<file path="config.mk">
export PLATFORM = sky130hd
export DESIGN_NAME = bus2c_master
export DESIGN_NICKNAME = d
export VERILOG_FILES = /design/src/rtl/bus2c_pkg.sv /design/src/rtl/bus2c_decode.sv /design/src/rtl/bus2c_seq.sv /design/src/rtl/bus2c_rdcap.sv /design/src/rtl/bus2c_master.sv
export SDC_FILE = /design/constraint.sdc
export NUM_CORES = 1
export LEC_CHECK = 0
export CAP_MARGIN = 20
export CORE_ASPECT_RATIO = 1.75
export CORE_MARGIN = 1.5
export CORE_UTILIZATION = 58
export CTS_BUF_LIST = sky130_fd_sc_hd__clkbuf_4 sky130_fd_sc_hd__clkbuf_8
export DETAILED_ROUTE_END_ITERATION = 12
export DONT_BUFFER_PORTS = 1
export GPL_TIMING_DRIVEN = 0
export PLACE_DENSITY = 0.86
export SLEW_MARGIN = 5
export SYNTH_ARGS = -nofsm -noshare
export SYNTH_HDL_FRONTEND = slang
export SYNTH_SLANG_ARGS = --single-unit
</file>
<file path="constraint.sdc">
create_clock -name clk -period 1.29 [get_ports clk]
set_input_delay 0.258 -clock clk [delete_from_list [all_inputs] [get_ports clk]]
set_output_delay 0.258 -clock clk [all_outputs]
set_load 0.005 [all_outputs]
</file>
<file path="src/rtl/bus2c_pkg.sv">
package bus2c_pkg;
  typedef enum logic [1:0] {
    PH_IDLE = 2'd0,
    PH_ADDR = 2'd1,
    PH_STRB = 2'd2
  } phase_t;
endpackage

</file>
<file path="src/rtl/bus2c_decode.sv">
module bus2c_decode #(
  parameter int AW       = 16,
  parameter int CS_COUNT = 2,
  parameter int CS_BASE  = 1
) (
  input  logic [AW-1:0]       addr,
  output logic [CS_COUNT-1:0] sel_n
);
  localparam int SEL_W  = 4;
  localparam int SEL_LO = AW - SEL_W;

  logic [SEL_W-1:0] top_nib;
  assign top_nib = addr[AW-1:SEL_LO];

  // one region per select: a single upper-nibble value each
  for (genvar k = 0; k < CS_COUNT; k++) begin : g_region
    localparam logic [SEL_W-1:0] MATCH = SEL_W'(CS_BASE + k);
    assign sel_n[k] = (top_nib == MATCH) ? 1'b0 : 1'b1;
  end
endmodule

</file>
<file path="src/rtl/bus2c_seq.sv">
module bus2c_seq
  import bus2c_pkg::*;
#(
  parameter int AW       = 16,
  parameter int DW       = 8,
  parameter int CS_COUNT = 2
) (
  input  logic                clk,
  input  logic                rst,
  input  logic                req_valid,
  input  logic                req_write,
  input  logic [AW-1:0]       req_addr,
  input  logic [DW-1:0]       req_wdata,
  input  logic [CS_COUNT-1:0] sel_n,
  output logic                req_ready,
  output logic                rsp_done,
  output logic [AW-1:0]       bus_addr,
  output logic [DW-1:0]       bus_dout,
  output logic                bus_dout_en,
  output logic                bus_rd_n,
  output logic                bus_wr_n,
  output logic [CS_COUNT-1:0] bus_cs_n,
  output logic                cap_en
);
  phase_t        phase;
  logic          wr_q;
  logic [DW-1:0] wd_q;

  assign req_ready = (phase == PH_IDLE);
  assign cap_en    = (phase == PH_STRB) && !wr_q;

  always_ff @(posedge clk) begin
    if (rst) begin
      phase       <= PH_IDLE;
      wr_q        <= 1'b0;
      wd_q        <= '0;
      bus_addr    <= '0;
      bus_dout    <= '0;
      bus_dout_en <= 1'b0;
      bus_rd_n    <= 1'b1;
      bus_wr_n    <= 1'b1;
      bus_cs_n    <= '1;
      rsp_done    <= 1'b0;
    end else begin
      rsp_done <= 1'b0;
      case (phase)
        PH_IDLE: begin
          if (req_valid) begin
            phase    <= PH_ADDR;
            bus_addr <= req_addr;
            bus_cs_n <= sel_n;
            wr_q     <= req_write;
            wd_q     <= req_wdata;
          end
        end
        PH_ADDR: begin
          phase <= PH_STRB;
          if (wr_q) begin
            bus_wr_n    <= 1'b0;
            bus_dout_en <= 1'b1;
            bus_dout    <= wd_q;
          end else begin
            bus_rd_n <= 1'b0;
          end
        end
        PH_STRB: begin
          phase       <= PH_IDLE;
          bus_rd_n    <= 1'b1;
          bus_wr_n    <= 1'b1;
          bus_dout_en <= 1'b0;
          bus_cs_n    <= '1;
          rsp_done    <= 1'b1;
        end
        default: phase <= PH_IDLE;
      endcase
    end
  end
endmodule

</file>
<file path="src/rtl/bus2c_rdcap.sv">
module bus2c_rdcap #(
  parameter int DW = 8
) (
  input  logic          clk,
  input  logic          rst,
  input  logic          cap_en,
  input  logic [DW-1:0] din,
  output logic [DW-1:0] rdata
);
  // sample in the middle of the strobe cycle
  always_ff @(negedge clk) begin
    if (rst)         rdata <= '0;
    else if (cap_en) rdata <= din;
  end
endmodule

</file>
<file path="src/rtl/bus2c_master.sv">
module bus2c_master #(
  parameter int AW       = 16,
  parameter int DW       = 8,
  parameter int CS_COUNT = 2,
  parameter int CS_BASE  = 1
) (
  input  logic                clk,
  input  logic                rst,
  input  logic                req_valid,
  output logic                req_ready,
  input  logic                req_write,
  input  logic [AW-1:0]       req_addr,
  input  logic [DW-1:0]       req_wdata,
  output logic                rsp_done,
  output logic [DW-1:0]       rsp_rdata,
  output logic [AW-1:0]       bus_addr,
  output logic [DW-1:0]       bus_dout,
  input  logic [DW-1:0]       bus_din,
  output logic                bus_dout_en,
  output logic                bus_rd_n,
  output logic                bus_wr_n,
  output logic [CS_COUNT-1:0] bus_cs_n
);
  logic [CS_COUNT-1:0] sel_n;
  logic                cap_en;

  bus2c_decode #(.AW(AW), .CS_COUNT(CS_COUNT), .CS_BASE(CS_BASE)) u_dec (
    .addr (req_addr),
    .sel_n(sel_n)
  );

  bus2c_seq #(.AW(AW), .DW(DW), .CS_COUNT(CS_COUNT)) u_seq (
    .clk        (clk),
    .rst        (rst),
    .req_valid  (req_valid),
    .req_write  (req_write),
    .req_addr   (req_addr),
    .req_wdata  (req_wdata),
    .sel_n      (sel_n),
    .req_ready  (req_ready),
    .rsp_done   (rsp_done),
    .bus_addr   (bus_addr),
    .bus_dout   (bus_dout),
    .bus_dout_en(bus_dout_en),
    .bus_rd_n   (bus_rd_n),
    .bus_wr_n   (bus_wr_n),
    .bus_cs_n   (bus_cs_n),
    .cap_en     (cap_en)
  );

  bus2c_rdcap #(.DW(DW)) u_cap (
    .clk   (clk),
    .rst   (rst),
    .cap_en(cap_en),
    .din   (bus_din),
    .rdata (rsp_rdata)
  );
endmodule

</file>
# --- Word level (Yosys, flattened, before mapping) ---
# Index checks and enable logic that the tools add are counted.
totals:
  word_cells: 41
  register_bits: 49
  in_bits: 36
classes:
  n_mux: 13
  n_eq_ne: 7
  reduce_logical: 10
op_table:
  columns: ["operator", "count"]
  rows:
  - ["2-bit AND reduction", 5]
  - ["2-bit one-hot mux with 2 select lines", 2]
  - ["1-bit two-way mux", 6]
  - ["1-bit one-hot mux with 2 select lines", 3]
  - ["4-bit by 1-bit equality test with 1-bit output, second input constant", 1]
  - ["4-bit by 2-bit equality test with 1-bit output, second input constant", 1]
  - ["2-bit two-way mux", 2]
  - ["2-bit inequality test, second input constant", 2]
  - ["2-bit nonzero test", 2]
  - ["2-bit by 1-bit equality test with 1-bit output, second input constant", 1]
  - ["2-bit equality test, second input constant", 1]
  - ["2-bit logical NOT", 1]
  - ["2-bit by 1-bit inequality test with 1-bit output, second input constant", 1]
  - ["1-bit logical AND", 1]
  - ["1-bit logical NOT", 1]

# --- Logic depth before layout (Yosys ltp) ---
depth:
  ltp_word: 4
  depth_mapped: 5
  depth_no_buf: 3

# --- Cells and area by module ---
# Synthesis repeated with hierarchy kept, for this count alone.
hier_totals:
  cells_unflattened: 179
  area_unflattened_um2: 1818.0
by_module_without_submodules:
  columns: ["mod", "seq_area_each_um2", "cells_per_inst", "instances", "area_per_inst_um2"]
  rows:
  - ["bus2c_seq", 820.8, 150, 1, 1508.9]
  - ["bus2c_rdcap", 160.2, 27, 1, 289.0]
  - ["bus2c_decode", 0.0, 2, 1, 20.0]

==> impl_summary.txt <==
----------------------------------------------------
[Global route]
  Number of global-route vias before repair ... 1307
  Number of antenna violations at the first check in global routing ... 0
  GRT Resource Usage Total ... between 20 and 25%
  First-pass GRT wire length ... 5680 um
  Maximum number of pins on one net before global-route repair ... 16
  Overflow after GRT ... 0

[Cells and area]
  Area used by sequential logic in the layout ... 997 um^2
  Synthesis-to-layout area growth ... 15.4%
  # fillers ... 223
  Number of non-filler instances in the completed layout ... approximately 220
  Area of the multi-input gates ... a little over 700 um^2
  Layout Nets ... 225
  Highest-count cells in the layout ignoring fill and taps ... nor2_1, mux2i_1, dfxtp_1
  Diodes inserted ... 0
  Ratio of cells with drive above 1 in the final layout ... 19.5%
  Most frequent standard cell in the layout excluding fill and tap cells ... nor2_1

[Placement]
  Number of placed instances, taps included ... between 150 and 200
  DP HPWL ... 2740 um
  RD Place Congestion ... 0.707
  Buffers on Ports ... 0

[Power and ir drop]
  Power share of the sequential group ... 53.0%
  Pwr Density ... 1490 nW/um^2
  Final Power ... around 3100 uW
  Max IR drop VDD ... 1.09 mV
  Net Sw Power ... 708 uW
  Leakage ... ~0.00094 uW
  Internal cell power ... between 2000 and 2500 uW
  Switching part of the total power ... a little under a quarter
  Fraction of power consumed by the clock network ... 38.3%
  Share of power burned in combinational logic ... 8.7%

[STA]
  Slew at the pin closest to its max-slew limit ... 447 ps
  Rel. slew slack ... 70.2%
  Final worst slack ... -485 ps
  Final setup violating endpoints ... a little over 40
  Count of final max-slew check failures ... 0
  Setup repair after global routing missed its margin ... yes
  Post-route setup TNS ... -7980 ps
  Number of failing hold endpoints at the final stage ... 0
  WHS ... roughly 110 ps
  Fin Clk Skew ... 64.9 ps

[Critical path]
  Critical Path AT ... 1340 ps
  Kind of end point of the critical path ... register
  Library cell contributing the largest single delay on the critical path ... dfxtp_4
  Max FO, Critical Path ... 8
  CP Class ... register to register
  Critical path required time ... 850 ps
  Critical Path Max Stage Delay ... 380 ps
  Cell-by-cell trace of the critical path ... nor3b_4 -> buf_6 -> mux2i_1 -> nor2_1
  Crit path launch type ... register

[Synthesis]
  Number of warnings printed during yosys synthesis ... 0
  Synthesized Nets ... around 200
  Synthesized-area fraction occupied by ao, oa, aoi and oai cells ... 1.81%
  Area of the mapped netlist ... ~1800 um^2
  Synthesized-area fraction occupied by xor and xnor cells ... 0%
  Area fraction in and, or, nand and nor cells after synthesis ... between 15 and 20%
  Mux share of post-synthesis cell area ... 22.9%
  Synthesis-stage register bit count ... 49
  Mean post-synth cell area ... around 11 um^2
  Combinational family with the most area after synthesis ... multiplexers
  Sequential element share of the synthesized area ... 54.6%
  Count of cell types in the netlist ... 21
  Number of cells produced by synthesis ... 168
  Share of synthesized cell area in full adder, half adder and majority cells ... 0%

[Die]
  Vertical die dimension ... 76.6 um
  Die extent in x ... around 45 um
  Initial Util ... around 61%
  Core Region ... 2930 um^2
  I/O pins ... 75
  Floorplan row count ... 26
  Die Footprint ... roughly 3500 um^2

[Detailed routing]
  Post-DR vias/cell ... 5.66
  Pre-Repair DR Iteration Count ... 4
  Top Layer Used ... met4
  Total Routed Length ... 3710 um
  Number of routed nets with antenna violations ... 0
  Met3 routed wirelength ... around 260 um
  DRC violation count after routing ... 0
  Drt wl/cell ... ~17 um
  Detailed Route Iter0 Violations ... 24
  Metal-1 WL ... 1260 um
  Met2 wire length ... 2120 um
  Total number of vias ... 1234

[Status]
  Violations in the final reports ... negative setup slack
  Run status ... complete, but fails checks

[Clock network]
  Quantity of hold-fixing buffers added after cts ... 0
  CTS tree ... built
  Clock insertion delay at the later pin of the skew report ... 350 ps
  Clock buffer depth ... 2
  Sink count of the clock tree ... 49
  TritonCTS Buffers ... 5
  CTS clk-pin slew, worst paths ... ~90 ps
  Deepest level of the CTS H-tree ... 2
  Root buffer cell ... clkbuf_8

[Run]
  Reported max-cap violation count ... 0

[Hold path]
  Min-delay worst type ... input port to register

----------------------------------------------------
area by class of cell:
| type | count | share of cell area [%] |
|---|---|---|
| clock buffers | 6 | 3.99 |
| clock inverters | 10 | 3.14 |
| inverters | 1 | 0.181 |
| well taps | 28 | 1.69 |
| flip-flops and latches | 49 | 48.1 |
| multi-input cells | 106 | 35.0 |
| plain buffers | 10 | 4.11 |
| repair buffers | 8 | 3.80 |
flip-flops by register name (all words and copies together) (netlist names):
signal / count
u_cap.rdata: 8
u_seq.bus_addr: 16
u_seq.bus_cs_n: 2
u_seq.bus_dout: 8
u_seq.bus_dout_en: 1
u_seq.bus_rd_n: 1
u_seq.bus_wr_n: 1
u_seq.phase: 2
u_seq.rsp_done: 1
u_seq.wd_q: 8
u_seq.wr_q: 1
Yosys cell counts, drive strengths merged:
| master | number | area [um^2] |
|---|---|---|
| o21ai | 2 | 10.0 |
| nor2b | 1 | 6.26 |
| clkbuf | 5 | 28.8 |
| nor3 | 1 | 5.00 |
| nand2b | 1 | 6.26 |
| mux2i | 41 | 410 |
| or2b | 1 | 8.76 |
| nor3b | 2 | 31.3 |
| nand3b | 1 | 7.51 |
| and4b | 2 | 20.0 |
| nor2 | 47 | 179 |
| o21bai | 1 | 7.51 |
| nand2 | 3 | 11.3 |
| a21oi | 3 | 15.0 |
| inv | 2 | 7.51 |
| dfxtp | 49 | 981 |
| buf | 6 | 60.1 |
kinds of logic (layout without fill, tap and decap cells):
logic type,after synthesis,count (layout)
simple gates,59,59
compound gates,6,6
flops,49,49
mux,41,41
buf+inv,13,35
what timing repair did:
action,CTS,global route
gates cloned,3,0
buffers inserted,3,3
setup endpoints to repair,38,52
gates resized for setup,18,5
pin swaps,1,0
layer usage:
layer / GRT usage (%) / vias up
met2: 41.1 / 58
met3: 7.82 / 7
met1: 20.6 / 573
met4: 9.41 / 0
met5: 0 / -
li1: - / 596
critical path, delay by kind of cell, from the launching register on:
kind | cells | cell delay (ps)
muxes | 1 | 230
buffers and inverters | 1 | 180
DFF | 1 | 380
and+or+nand+nor | 2 | 250
power groups by stage:
stage	sequential [uW]	combinational, uW	clock, uW
3_5_place_dp	1670	232	43.1
4_1_cts	1640	267	1220
3_3_place_gp	1660	218	43.1
2_1_floorplan	1650	197	43.1
5_1_grt	1650	293	1290
6_report	1640	270	1180
final timing paths:
path                  startpoint                end  slack [ps]  depth (start not counted)
hold / removal       req_addr[5]  u_seq.bus_addr[5]         110                          2
setup reg to reg  u_seq.phase[0]     u_cap.rdata[4]        -480                          4
hold reg to reg   u_seq.bus_wr_n     u_seq.bus_wr_n         480                          2
setup / recovery  u_seq.phase[0]     u_cap.rdata[4]        -480                          4
metrics by stage:
stage	util, %	instance area, um^2	worst slack [ps]
6_report	70.8	2070	-485
4_1_cts	70.3	2060	-471
2_1_floorplan	-	1800	-445
3_3_place_gp	62.6	1830	-499
3_5_place_dp	62.6	1830	-549
5_1_grt	70.8	2070	-522
No activity file was read; power rests on OpenSTA's default activity.
